===== config.mk =====
export PLATFORM = sky130hd
export DESIGN_NAME = voq_prio_list
export DESIGN_NICKNAME = d
export VERILOG_FILES = /design/src/rtl/voq_pkg.sv /design/src/rtl/voq_cnt_bank.sv /design/src/rtl/voq_order_list.sv /design/src/rtl/voq_occ_fsm.sv /design/src/rtl/voq_prio_list.sv
export SDC_FILE = /design/constraint.sdc
export NUM_CORES = 1
export LEC_CHECK = 0
export ABC_AREA = 1
export ABC_CLOCK_PERIOD_IN_PS = 2400
export BUFFER_PORTS_ARGS = -buffer_cell sky130_fd_sc_hd__clkbuf_2
export CAP_MARGIN = 40
export CORE_ASPECT_RATIO = 0.8
export CORE_MARGIN = 8
export CORE_UTILIZATION = 50
export CTS_CLUSTER_DIAMETER = 120
export CTS_CLUSTER_SIZE = 14
export DETAILED_ROUTE_END_ITERATION = 8
export PLACE_DENSITY = 0.84
export SETUP_SLACK_MARGIN = 0.4
export SYNTH_ARGS = -nofsm -noshare
export SYNTH_HDL_FRONTEND = slang
export SYNTH_SLANG_ARGS = --single-unit

===== constraint.sdc =====
create_clock -name clk -period 2.4 [get_ports clk]
set_input_delay 0.24 -clock clk [delete_from_list [all_inputs] [get_ports clk]]
set_output_delay 0.24 -clock clk [all_outputs]
set_load 0.01 [all_outputs]

===== src/rtl/voq_pkg.sv =====
package voq_pkg;

    typedef enum logic [1:0] {
        OCC_EMPTY   = 2'd0,
        OCC_PARTIAL = 2'd1,
        OCC_FULL    = 2'd2
    } occ_state_t;

endpackage


===== src/rtl/voq_cnt_bank.sv =====
module voq_cnt_bank #(
    parameter int N_VOQ = 4,
    parameter int CNT_W = 3,
    parameter int IDW   = 2
) (
    input  logic                   clk,
    input  logic                   rst_n,
    input  logic                   arr_valid,
    input  logic [IDW-1:0]         arr_dest,
    input  logic                   dep_valid,
    input  logic [IDW-1:0]         dep_dest,
    output logic [N_VOQ*CNT_W-1:0] count_flat,
    output logic [N_VOQ-1:0]       nonempty,
    output logic                   remove_en,
    output logic                   insert_en,
    output logic                   err_overflow,
    output logic                   err_underflow
);

    localparam logic [CNT_W-1:0] CNT_MAX = {CNT_W{1'b1}};

    logic [N_VOQ-1:0] dep_hit, arr_hit, drains, fills, ovf_v, unf_v;

    generate
        for (genvar v = 0; v < N_VOQ; v++) begin : g_voq
            logic [CNT_W-1:0] cnt_q, mid;
            logic             dsel, asel;

            assign dsel       = dep_valid && (dep_dest == IDW'(v));
            assign asel       = arr_valid && (arr_dest == IDW'(v));
            assign dep_hit[v] = dsel && (cnt_q != '0);
            assign unf_v[v]   = dsel && (cnt_q == '0);
            assign mid        = cnt_q - CNT_W'(dep_hit[v]);
            assign arr_hit[v] = asel && (mid != CNT_MAX);
            assign ovf_v[v]   = asel && (mid == CNT_MAX);
            assign drains[v]  = dep_hit[v] && (cnt_q == CNT_W'(1));
            assign fills[v]   = arr_hit[v] && (mid == '0);

            always_ff @(posedge clk) begin
                if (!rst_n) cnt_q <= '0;
                else        cnt_q <= mid + CNT_W'(arr_hit[v]);
            end

            assign count_flat[v*CNT_W +: CNT_W] = cnt_q;
            assign nonempty[v]                  = (cnt_q != '0);
        end
    endgenerate

    assign remove_en = |drains;
    assign insert_en = |fills;

    always_ff @(posedge clk) begin
        if (!rst_n) begin
            err_overflow  <= 1'b0;
            err_underflow <= 1'b0;
        end else begin
            err_overflow  <= err_overflow  | (|ovf_v);
            err_underflow <= err_underflow | (|unf_v);
        end
    end

endmodule


===== src/rtl/voq_order_list.sv =====
module voq_order_list #(
    parameter int N_VOQ = 4,
    parameter int IDW   = 2,
    parameter int LENW  = 3
) (
    input  logic                 clk,
    input  logic                 rst_n,
    input  logic                 remove_en,
    input  logic [IDW-1:0]       remove_id,
    input  logic                 insert_en,
    input  logic [IDW-1:0]       insert_id,
    output logic [N_VOQ*IDW-1:0] ids_flat,
    output logic [LENW-1:0]      len,
    output logic [LENW-1:0]      next_len
);

    logic [IDW-1:0] ids_q   [N_VOQ];
    logic [IDW-1:0] shifted [N_VOQ];
    logic [IDW-1:0] ids_d   [N_VOQ];
    logic [LENW-1:0] len_q, len_mid;
    logic            found;
    int              pos;

    // Step 1: close the gap left by a drained queue.
    always_comb begin
        found = 1'b0;
        pos   = 0;
        for (int i = 0; i < N_VOQ; i++) begin
            if (!found && (i < int'(len_q)) && (ids_q[i] == remove_id)) begin
                found = 1'b1;
                pos   = i;
            end
        end
        for (int i = 0; i < N_VOQ - 1; i++) begin
            shifted[i] = (remove_en && found && i >= pos) ? ids_q[i+1] : ids_q[i];
        end
        shifted[N_VOQ-1] = (remove_en && found) ? '0 : ids_q[N_VOQ-1];
        len_mid = len_q - LENW'(remove_en && found);
    end

    // Step 2: a newly filled queue enters at the head.
    always_comb begin
        if (insert_en) begin
            ids_d[0] = insert_id;
            for (int i = 1; i < N_VOQ; i++) ids_d[i] = shifted[i-1];
            next_len = len_mid + LENW'(1);
        end else begin
            for (int i = 0; i < N_VOQ; i++) ids_d[i] = shifted[i];
            next_len = len_mid;
        end
    end

    always_ff @(posedge clk) begin
        if (!rst_n) begin
            len_q <= '0;
            for (int i = 0; i < N_VOQ; i++) ids_q[i] <= '0;
        end else begin
            len_q <= next_len;
            for (int i = 0; i < N_VOQ; i++) ids_q[i] <= ids_d[i];
        end
    end

    generate
        for (genvar p = 0; p < N_VOQ; p++) begin : g_flat
            assign ids_flat[p*IDW +: IDW] = ids_q[p];
        end
    endgenerate

    assign len = len_q;

endmodule


===== src/rtl/voq_occ_fsm.sv =====
module voq_occ_fsm
    import voq_pkg::*;
#(
    parameter int N_VOQ = 4,
    parameter int LENW  = 3
) (
    input  logic            clk,
    input  logic            rst_n,
    input  logic [LENW-1:0] next_len,
    output logic            list_empty,
    output logic            list_full
);

    localparam logic [LENW-1:0] LEN_FULL = LENW'(N_VOQ);

    occ_state_t state_q, state_d;

    always_comb begin
        state_d = state_q;
        unique case (state_q)
            OCC_EMPTY: begin
                if (next_len == LEN_FULL)  state_d = OCC_FULL;    // DIRECT_FULL
                else if (next_len != '0)   state_d = OCC_PARTIAL; // FIRST_FILL
            end
            OCC_PARTIAL: begin
                if (next_len == '0)            state_d = OCC_EMPTY; // LAST_DRAIN
                else if (next_len == LEN_FULL) state_d = OCC_FULL;  // TOP_OFF
            end
            OCC_FULL: begin
                if (next_len == '0)            state_d = OCC_EMPTY;   // FULL_FLUSH
                else if (next_len != LEN_FULL) state_d = OCC_PARTIAL; // ONE_DRAIN
            end
            default: state_d = OCC_EMPTY;
        endcase
    end

    always_ff @(posedge clk) begin
        if (!rst_n) state_q <= OCC_EMPTY;
        else        state_q <= state_d;
    end

    always_comb begin
        list_empty = 1'b0;
        list_full  = 1'b0;
        unique case (state_q)
            OCC_EMPTY:   list_empty = 1'b1;
            OCC_PARTIAL: ;
            OCC_FULL:    list_full  = 1'b1;
            default:     list_empty = 1'b1;
        endcase
    end

endmodule


===== src/rtl/voq_prio_list.sv =====
module voq_prio_list #(
    parameter int N_VOQ = 4,
    parameter int CNT_W = 3,
    localparam int IDW  = (N_VOQ > 1) ? $clog2(N_VOQ) : 1,
    localparam int LENW = $clog2(N_VOQ + 1)
) (
    input  logic                   clk,
    input  logic                   rst_n,
    input  logic                   arr_valid,
    input  logic [IDW-1:0]         arr_dest,
    input  logic                   dep_valid,
    input  logic [IDW-1:0]         dep_dest,
    input  logic [N_VOQ-1:0]       head_active,
    output logic [N_VOQ*IDW-1:0]   list_ids,
    output logic [LENW-1:0]        list_len,
    output logic [N_VOQ-1:0]       list_active,
    output logic [N_VOQ*CNT_W-1:0] voq_count,
    output logic [N_VOQ-1:0]       voq_nonempty,
    output logic                   list_empty,
    output logic                   list_full,
    output logic                   err_overflow,
    output logic                   err_underflow
);

    logic            remove_en, insert_en;
    logic [LENW-1:0] next_len;

    voq_cnt_bank #(.N_VOQ(N_VOQ), .CNT_W(CNT_W), .IDW(IDW)) u_cnt (
        .clk           (clk),
        .rst_n         (rst_n),
        .arr_valid     (arr_valid),
        .arr_dest      (arr_dest),
        .dep_valid     (dep_valid),
        .dep_dest      (dep_dest),
        .count_flat    (voq_count),
        .nonempty      (voq_nonempty),
        .remove_en     (remove_en),
        .insert_en     (insert_en),
        .err_overflow  (err_overflow),
        .err_underflow (err_underflow)
    );

    voq_order_list #(.N_VOQ(N_VOQ), .IDW(IDW), .LENW(LENW)) u_list (
        .clk       (clk),
        .rst_n     (rst_n),
        .remove_en (remove_en),
        .remove_id (dep_dest),
        .insert_en (insert_en),
        .insert_id (arr_dest),
        .ids_flat  (list_ids),
        .len       (list_len),
        .next_len  (next_len)
    );

    voq_occ_fsm #(.N_VOQ(N_VOQ), .LENW(LENW)) u_fsm (
        .clk        (clk),
        .rst_n      (rst_n),
        .next_len   (next_len),
        .list_empty (list_empty),
        .list_full  (list_full)
    );

    generate
        for (genvar p = 0; p < N_VOQ; p++) begin : g_act
            assign list_active[p] = (LENW'(p) < list_len) &&
                                    head_active[list_ids[p*IDW +: IDW]];
        end
    endgenerate

endmodule


==> impl_metrics.py, run 1 <==
metrics = {
    "outcome": {
        "outcome": "finished, violations left",
        "violations": "setup timing",
    },
    "flow_run": {
        "maxCapViolations": 0,
    },
    "drt": {
        "post_drt_wl_per_cell_um": 17.6,
        "routed_wl_mm": 8.76,
        "vias": 2838,
        "drt_iter0_drc": 301,
        "viasPerCell": 5.71,
        "drc": 0,
        "dr.pass1.iters": 5,
        "detail-route-antenna-nets": 0,
    },
    "worst_hold_path": {
        "hold_path_class": "input pin to register",
        "min_from": "rst_n",
        "hold_depth": 3,
    },
    "place": {
        "dpl.hpwl_mm": 5.01,
        "io_buffer_count": 46,
        "gp_congestion": 0.907,
        "post-place-ws_ps": -262,
        "dpl_cell_area_um2": 2900,
    },
    "timing": {
        "maxSlewHeadroom_pct": 64.0,
        "setup_tns_ps": -1020,
        "setup_violations": 7,
        "worst_pin_slew_ps": 535,
        "hold_viol": 0,
        "max_freq_ghz": 0.379,
        "finalCriticalPeriod_ps": 2640,
        "finalMaxSlewViolations": 0,
        "fin_ws_ps": -241,
        "skew_ps": 18.1,
        "period_share_pct": 110,
        "grt_setup_unrepaired": "yes",
    },
    "setup_path": {
        "crit_start": "u_cnt.g_voq[0].cnt_q[1]",
        "r2r_cells": 18,
        "critPathKind": "register to register",
        "rrSetupSlack_ps": -240,
        "cp.required_ps": 2600,
        "worstSetupStartpointType": "register",
        "reg2reg_to": "u_fsm.state_q[0]",
        "regToRegStartpoint": "u_cnt.g_voq[0].cnt_q[1]",
        "cp_max_fo": 7,
        "arrival_ps": 2840,
        "cp-end-kind": "register",
        "crit_end": "u_fsm.state_q[0]",
    },
    "clock_tree": {
        "cts_tree": "done",
        "clk_pin_slew_ps": 100,
        "clockBufferDepth": 2,
        "numCtsBuffers": 3,
        "clock-root-buffer": "clkbuf_8",
        "clock-sinks": 27,
        "clock_latency_ps": 300,
        "htree_num_levels": 1,
    },
    "logic_synthesis": {
        "ys_async_sr_fraction_pct": 0,
        "ys_seq_area_share_pct": 24.3,
        "synth-seq-cells": 27,
        "synthTopCellsByCount": "nand2_1, inv_1, dfxtp_1",
        "synth_edf_count": 0,
        "syn_area_per_cell_um2": 6.68,
        "syn_area_um2": 2220,
        "ys.warnings.count": 0,
        "synth.top_cell.area_share_pct": 24.3,
        "ys_types": 36,
        "yosysTopAreaCell": "dfxtp_1",
        "synth.area.top_cells": "dfxtp_1, nand2_1, ha_1",
        "syn_nets": 367,
        "post-synth-top-count-cell": "nand2_1",
        "synthCells": 333,
        "ys.flop_type": "dfxtp_1",
    },
    "finish": {
        "finalInstanceArea_um2": 3390,
        "nets": 475,
        "syn_to_final_growth_pct": 52.6,
        "layout-drive-gt1-share_pct": 50.7,
        "finalCoreUtilization_pct": 80.2,
        "n_antenna_cell": 0,
    },
    "power": {
        "power.density_nw_per_um2": 565,
        "p_leak_nw": 1.78,
        "peakVddDrop_mv": 0.593,
    },
    "floorplanning": {
        "chipHeight_um": 75.6,
        "die_area_um2": 6850,
        "rows": 21,
        "die_x_um": 90.6,
        "ioPinCount": 47,
        "core_um2": 4230,
        "start_util_pct": 52.6,
    },
    "global_routing": {
        "busiest_layer": "met2",
        "grt_overflow": 0,
        "grtUsageMet3_pct": 5.22,
        "grt_pass1_wl_mm": 12.5,
        "grt_pass1_vias": 2724,
        "groute.layer.met1.usage_pct": 23.3,
        "grt_max_degree": 18,
        "use_met2_pct": 42.4,
        "antenna_found_initial": 0,
        "grt_usage_pct": 22.5,
    },
}
==> logic make-up after synthesis <==
kind of cell | Yosys count | synth area share [%]
xor gates and xnor gates | 8 | 3.49
DFF | 27 | 24.3
AOI/OAI and AO/OA | 49 | 12.9
buffers and inverters | 73 | 13.3
adders and majority gates | 22 | 12.4
and+or+nand+nor | 154 | 33.6
==> layout make-up <==
type                            instances  area [µm²]
Fill cell                             266         838
Clock inverter                          1        7.51
Inverter                               67         264
Multi-Input combinational cell        233        1720
Timing Repair Buffer                  109         726
Clock buffer                            3        41.3
Sequential cell                        27         566
Tap cell                               57        71.3
==> metal layers <==
metal | share of wire, % | wire [µm]
met1 | 38 | 3340
met2 | 46 | 4030
met3 | 9.8 | 858
met4 | 5.9 | 521
met5 | 0 | 0
==> where the power goes <==
| group | leakage, nW | switching [W] | internal, W |
|---|---|---|---|
| registers | 0.229 | 0.0000541 | 0.000509 |
| clock network | 0.0217 | 0.000177 | 0.000119 |
| logic | 1.52 | 0.000606 | 0.000453 |
==> placed cells by master (no fill, tap or decap), types with 5 or more instances in the layout <==
master	n
inv_2	19
nand4_1	8
nand3_1	12
inv_1	43
o21ai_0	14
nand2_2	15
buf_4	58
dfxtp_1	9
a21oi_1	14
inv_4	5
a21oi_2	6
nor2_1	22
dfxtp_2	17
clkbuf_2	46
nand2_1	67
ha_4	13
ha_1	5
nand3_2	6
==> through the flow <==
stage               std cells  hold WS [ps]  total power (W)
global route              497           426          0.00202
finish                    497           409          0.00192
floorplan                 333           478          0.00110
detailed placement        476           531          0.00142
CTS                       491           394          0.00178
global placement          476           512          0.00138
==> worst min path at each step <==
stage,to,slack (ps)
after detailed placement,u_cnt.err_underflow,530
after floorplan,u_cnt.err_overflow,480
after global placement,u_cnt.err_underflow,510
after CTS,u_cnt.g_voq[3].cnt_q[1],390
final,u_cnt.g_voq[2].cnt_q[0],410
after global routing,u_cnt.g_voq[2].cnt_q[0],430
==> flip-flops by register name (all words and copies together) (netlist names) <==
signal	count
u_cnt.g_voq.cnt_q	12
u_list.ids_q	8
u_list.len	3
u_fsm.state_q	2
u_cnt.err_overflow	1
u_cnt.err_underflow	1
==> what timing repair did <==
action	4_1_cts	5_1_grt
endpoints found under the setup margin	23	23
resized for setup	48	32
pin swaps	27	23
gates cloned	0	0
hold buffers	0	0
buffers inserted	11	6
==> worst max-delay path, stage by stage, from the launching register on <==
cell and delay, ps:
dfxtp_2 330, or2_1 250, nor2_2 140, nor2_1 60, ha_2 190, ha_4 160, or2_1 220, nand2_2 80
nand4_1 120, nand2_2 160, nor2_8 70, inv_4 90, nor2_2 60, nor2_4 130, nand4_1 160, nand3_2 140
nand2_1 60, nand2_1 50, nor2_1 40
No activity file was read; power rests on OpenSTA's default activity.
==> run 2: changes to the inputs <==
--- a/config.mk
+++ b/config.mk
@@ -9,9 +9,11 @@
 export ABC_CLOCK_PERIOD_IN_PS = 2400
 export BUFFER_PORTS_ARGS = -buffer_cell sky130_fd_sc_hd__clkbuf_2
 export CAP_MARGIN = 40
+export CELL_PAD_IN_SITES_DETAIL_PLACEMENT = 0
+export CELL_PAD_IN_SITES_GLOBAL_PLACEMENT = 1
 export CORE_ASPECT_RATIO = 0.8
 export CORE_MARGIN = 8
-export CORE_UTILIZATION = 50
+export CORE_UTILIZATION = 35
 export CTS_CLUSTER_DIAMETER = 120
 export CTS_CLUSTER_SIZE = 14
 export DETAILED_ROUTE_END_ITERATION = 8
==> run 2 against run 1 <==
The flow still finishes with violations (setup timing). Cell count up 6.2%. Sequential power about the same. First-iteration DRC count down 73%. Die area rose by 34%. Power is 4.3% lower. Combinational power shrank 6%. Critical endpoint unchanged. Largest cell class unchanged. Highest routed layer unchanged.
==> impl_metrics.py, run 2 (synthesis results as in run 1) <==
metrics = {
    "finish": {
        "seqCellArea_um2": 566,
        "nets": 479,
        "top_register": "u_cnt.g_voq.cnt_q",
        "final_common_cell": "nand2_1",
        "n_antenna_cell": 0,
        "largest_reg_flops": 12,
        "layout-drive-gt1-share_pct": 50.9,
        "finalInstanceArea_um2": 3460,
        "syn_to_final_growth_pct": 55.7,
        "n_fill_cell": 582,
        "finalNonFillerCells": 528,
        "multiInputGateArea_um2": 1700,
        "layout_common_cells": "nand2_1, buf_4, inv_1, clkbuf_2, nor2_1",
    },
    "clock_tree": {
        "numCtsBuffers": 3,
        "cts_tree": "done",
        "clk_pin_slew_ps": 100,
        "clock-root-buffer": "clkbuf_8",
        "clock_latency_ps": 270,
        "htree_num_levels": 1,
        "cts-hold-fix-buffers": 0,
        "clockBufferDepth": 2,
        "clock-sinks": 27,
    },
    "timing": {
        "max_freq_ghz": 0.396,
        "hold_viol": 0,
        "worst_pin_slew_ps": 507,
        "skew_ps": 7.27,
        "period_share_pct": 105,
        "finalMaxSlewViolations": 0,
        "fin_ws_ps": -127,
        "grt_setup_unrepaired": "yes",
        "finalCriticalPeriod_ps": 2530,
        "maxSlewHeadroom_pct": 65.8,
        "setup_violations": 3,
    },
    "setup_path": {
        "cp_max_fo": 7,
        "arrival_ps": 2740,
        "worstSetupStartpointType": "register",
        "cp.required_ps": 2610,
        "critPathKind": "register to register",
        "rrSetupSlack_ps": -130,
        "regToRegStartpoint": "u_cnt.g_voq[0].cnt_q[1]",
        "cp-end-kind": "register",
        "crit_start": "u_cnt.g_voq[0].cnt_q[1]",
    },
    "drt": {
        "routed_wl_mm": 6.80,
        "detail-route-antenna-nets": 0,
        "post_drt_wl_per_cell_um": 12.9,
        "vias": 2443,
        "drc": 0,
        "drt_iter0_drc": 80,
        "viasPerCell": 4.63,
        "dr.pass1.iters": 4,
    },
    "place": {
        "io_buffer_count": 46,
        "place_inst": 507,
        "dpl.hpwl_mm": 4.99,
        "dpl_cell_area_um2": 2960,
        "gp_congestion": 0.812,
    },
    "floorplanning": {
        "die_area_um2": 9180,
        "rows": 26,
        "ioPinCount": 47,
        "chipHeight_um": 87.3,
        "die_x_um": 105,
        "start_util_pct": 35.4,
        "core_um2": 6280,
    },
    "outcome": {
        "outcome": "finished, violations left",
        "violations": "setup timing",
    },
    "global_routing": {
        "grt_pass1_wl_mm": 11.1,
        "grt_overflow": 0,
        "grt_pass1_vias": 2441,
        "grt_max_degree": 18,
        "antenna_found_initial": 0,
        "grt_usage_pct": 14.4,
    },
    "worst_hold_path": {
        "hold_path_class": "input pin to register",
        "min_from": "rst_n",
    },
    "power": {
        "power.density_nw_per_um2": 530,
        "peakVddDrop_mv": 0.376,
        "p_leak_nw": 1.80,
    },
    "flow_run": {
        "maxCapViolations": 0,
    },
}
## run 2: cell count changes in the layout (fill, tap and decap cells not counted), moves of 2 or more
cell     before  now
buf_4        58   53
inv_2        19   16
nor2_4        4    6
buf_6         4   14
ha_4         13   11
nor2_1       22   19
o31ai_2       0    2
inv_4         5    3
inv_1        43   48
ha_2          4    7
## run 2: critical path, stage by stage, from the launching register on
cell and delay [ps]:
dfxtp_2 330, or2_4 260, nor2_4 110, nor2_2 50, ha_2 180, ha_4 160, or2_1 210, nand2_2 70
nand4_1 130, nand2_2 170, nor2_8 80, o21ai_4 230, nand4_1 180, nand2_1 100, nor2_1 40, nand2_1 50
inv_1 40, nor2_1 90
## run 2: worst paths after layout
| kind | to | depth (start not counted) |
|---|---|---|
| worst max-delay path | u_fsm.state_q[0] | 17 |
| worst min-delay path | u_cnt.g_voq[2].cnt_q[1] | 3 |
| worst max register to register | u_fsm.state_q[0] | 17 |
| worst min register to register | u_list.ids_q[3][0] | 2 |
## run 2: power breakdown
group / internal (W) / switching (W)
sequential: 0.000509 / 0.0000539
clock: 0.000119 / 0.000151
combinational: 0.000456 / 0.000546
total: 0.00108 / 0.000751
## run 2: stage by stage
step	total power [W]	hold WS, ps	setup TNS (ps)	utilization, %	setup slack [ps]
final	0.00184	391	-331	55.1	-127
after global routing	0.00199	436	-837	55.1	-284
after CTS	0.00180	390	-90.7	53.0	-45.4
after detailed placement	0.00143	488	-556	47.2	-267
after global placement	0.00141	480	-483	47.2	-249
after floorplan	0.00110	478	0	-	49.1
## run 2: what timing repair did
action | 4_1_cts | 5_1_grt
resized for setup | 59 | 24
setup endpoints to repair | 24 | 24
pin swaps | 26 | 9
buffers inserted | 13 | 4
## run 2: metal layers
metal	part of all wire, %	global-route usage, %
met1	48	17.6
met2	47	25.2
met3	5.0	3.25
met4	0.71	3.23
met5	0	0
## run 2: final cells by class
type	count	area share (%)
clock buffer	4	1.30
sequential	27	16.3
multi-input combinational	233	49.1
timing repair buffer	113	22.7
tap	84	3.04
inverter	67	7.48
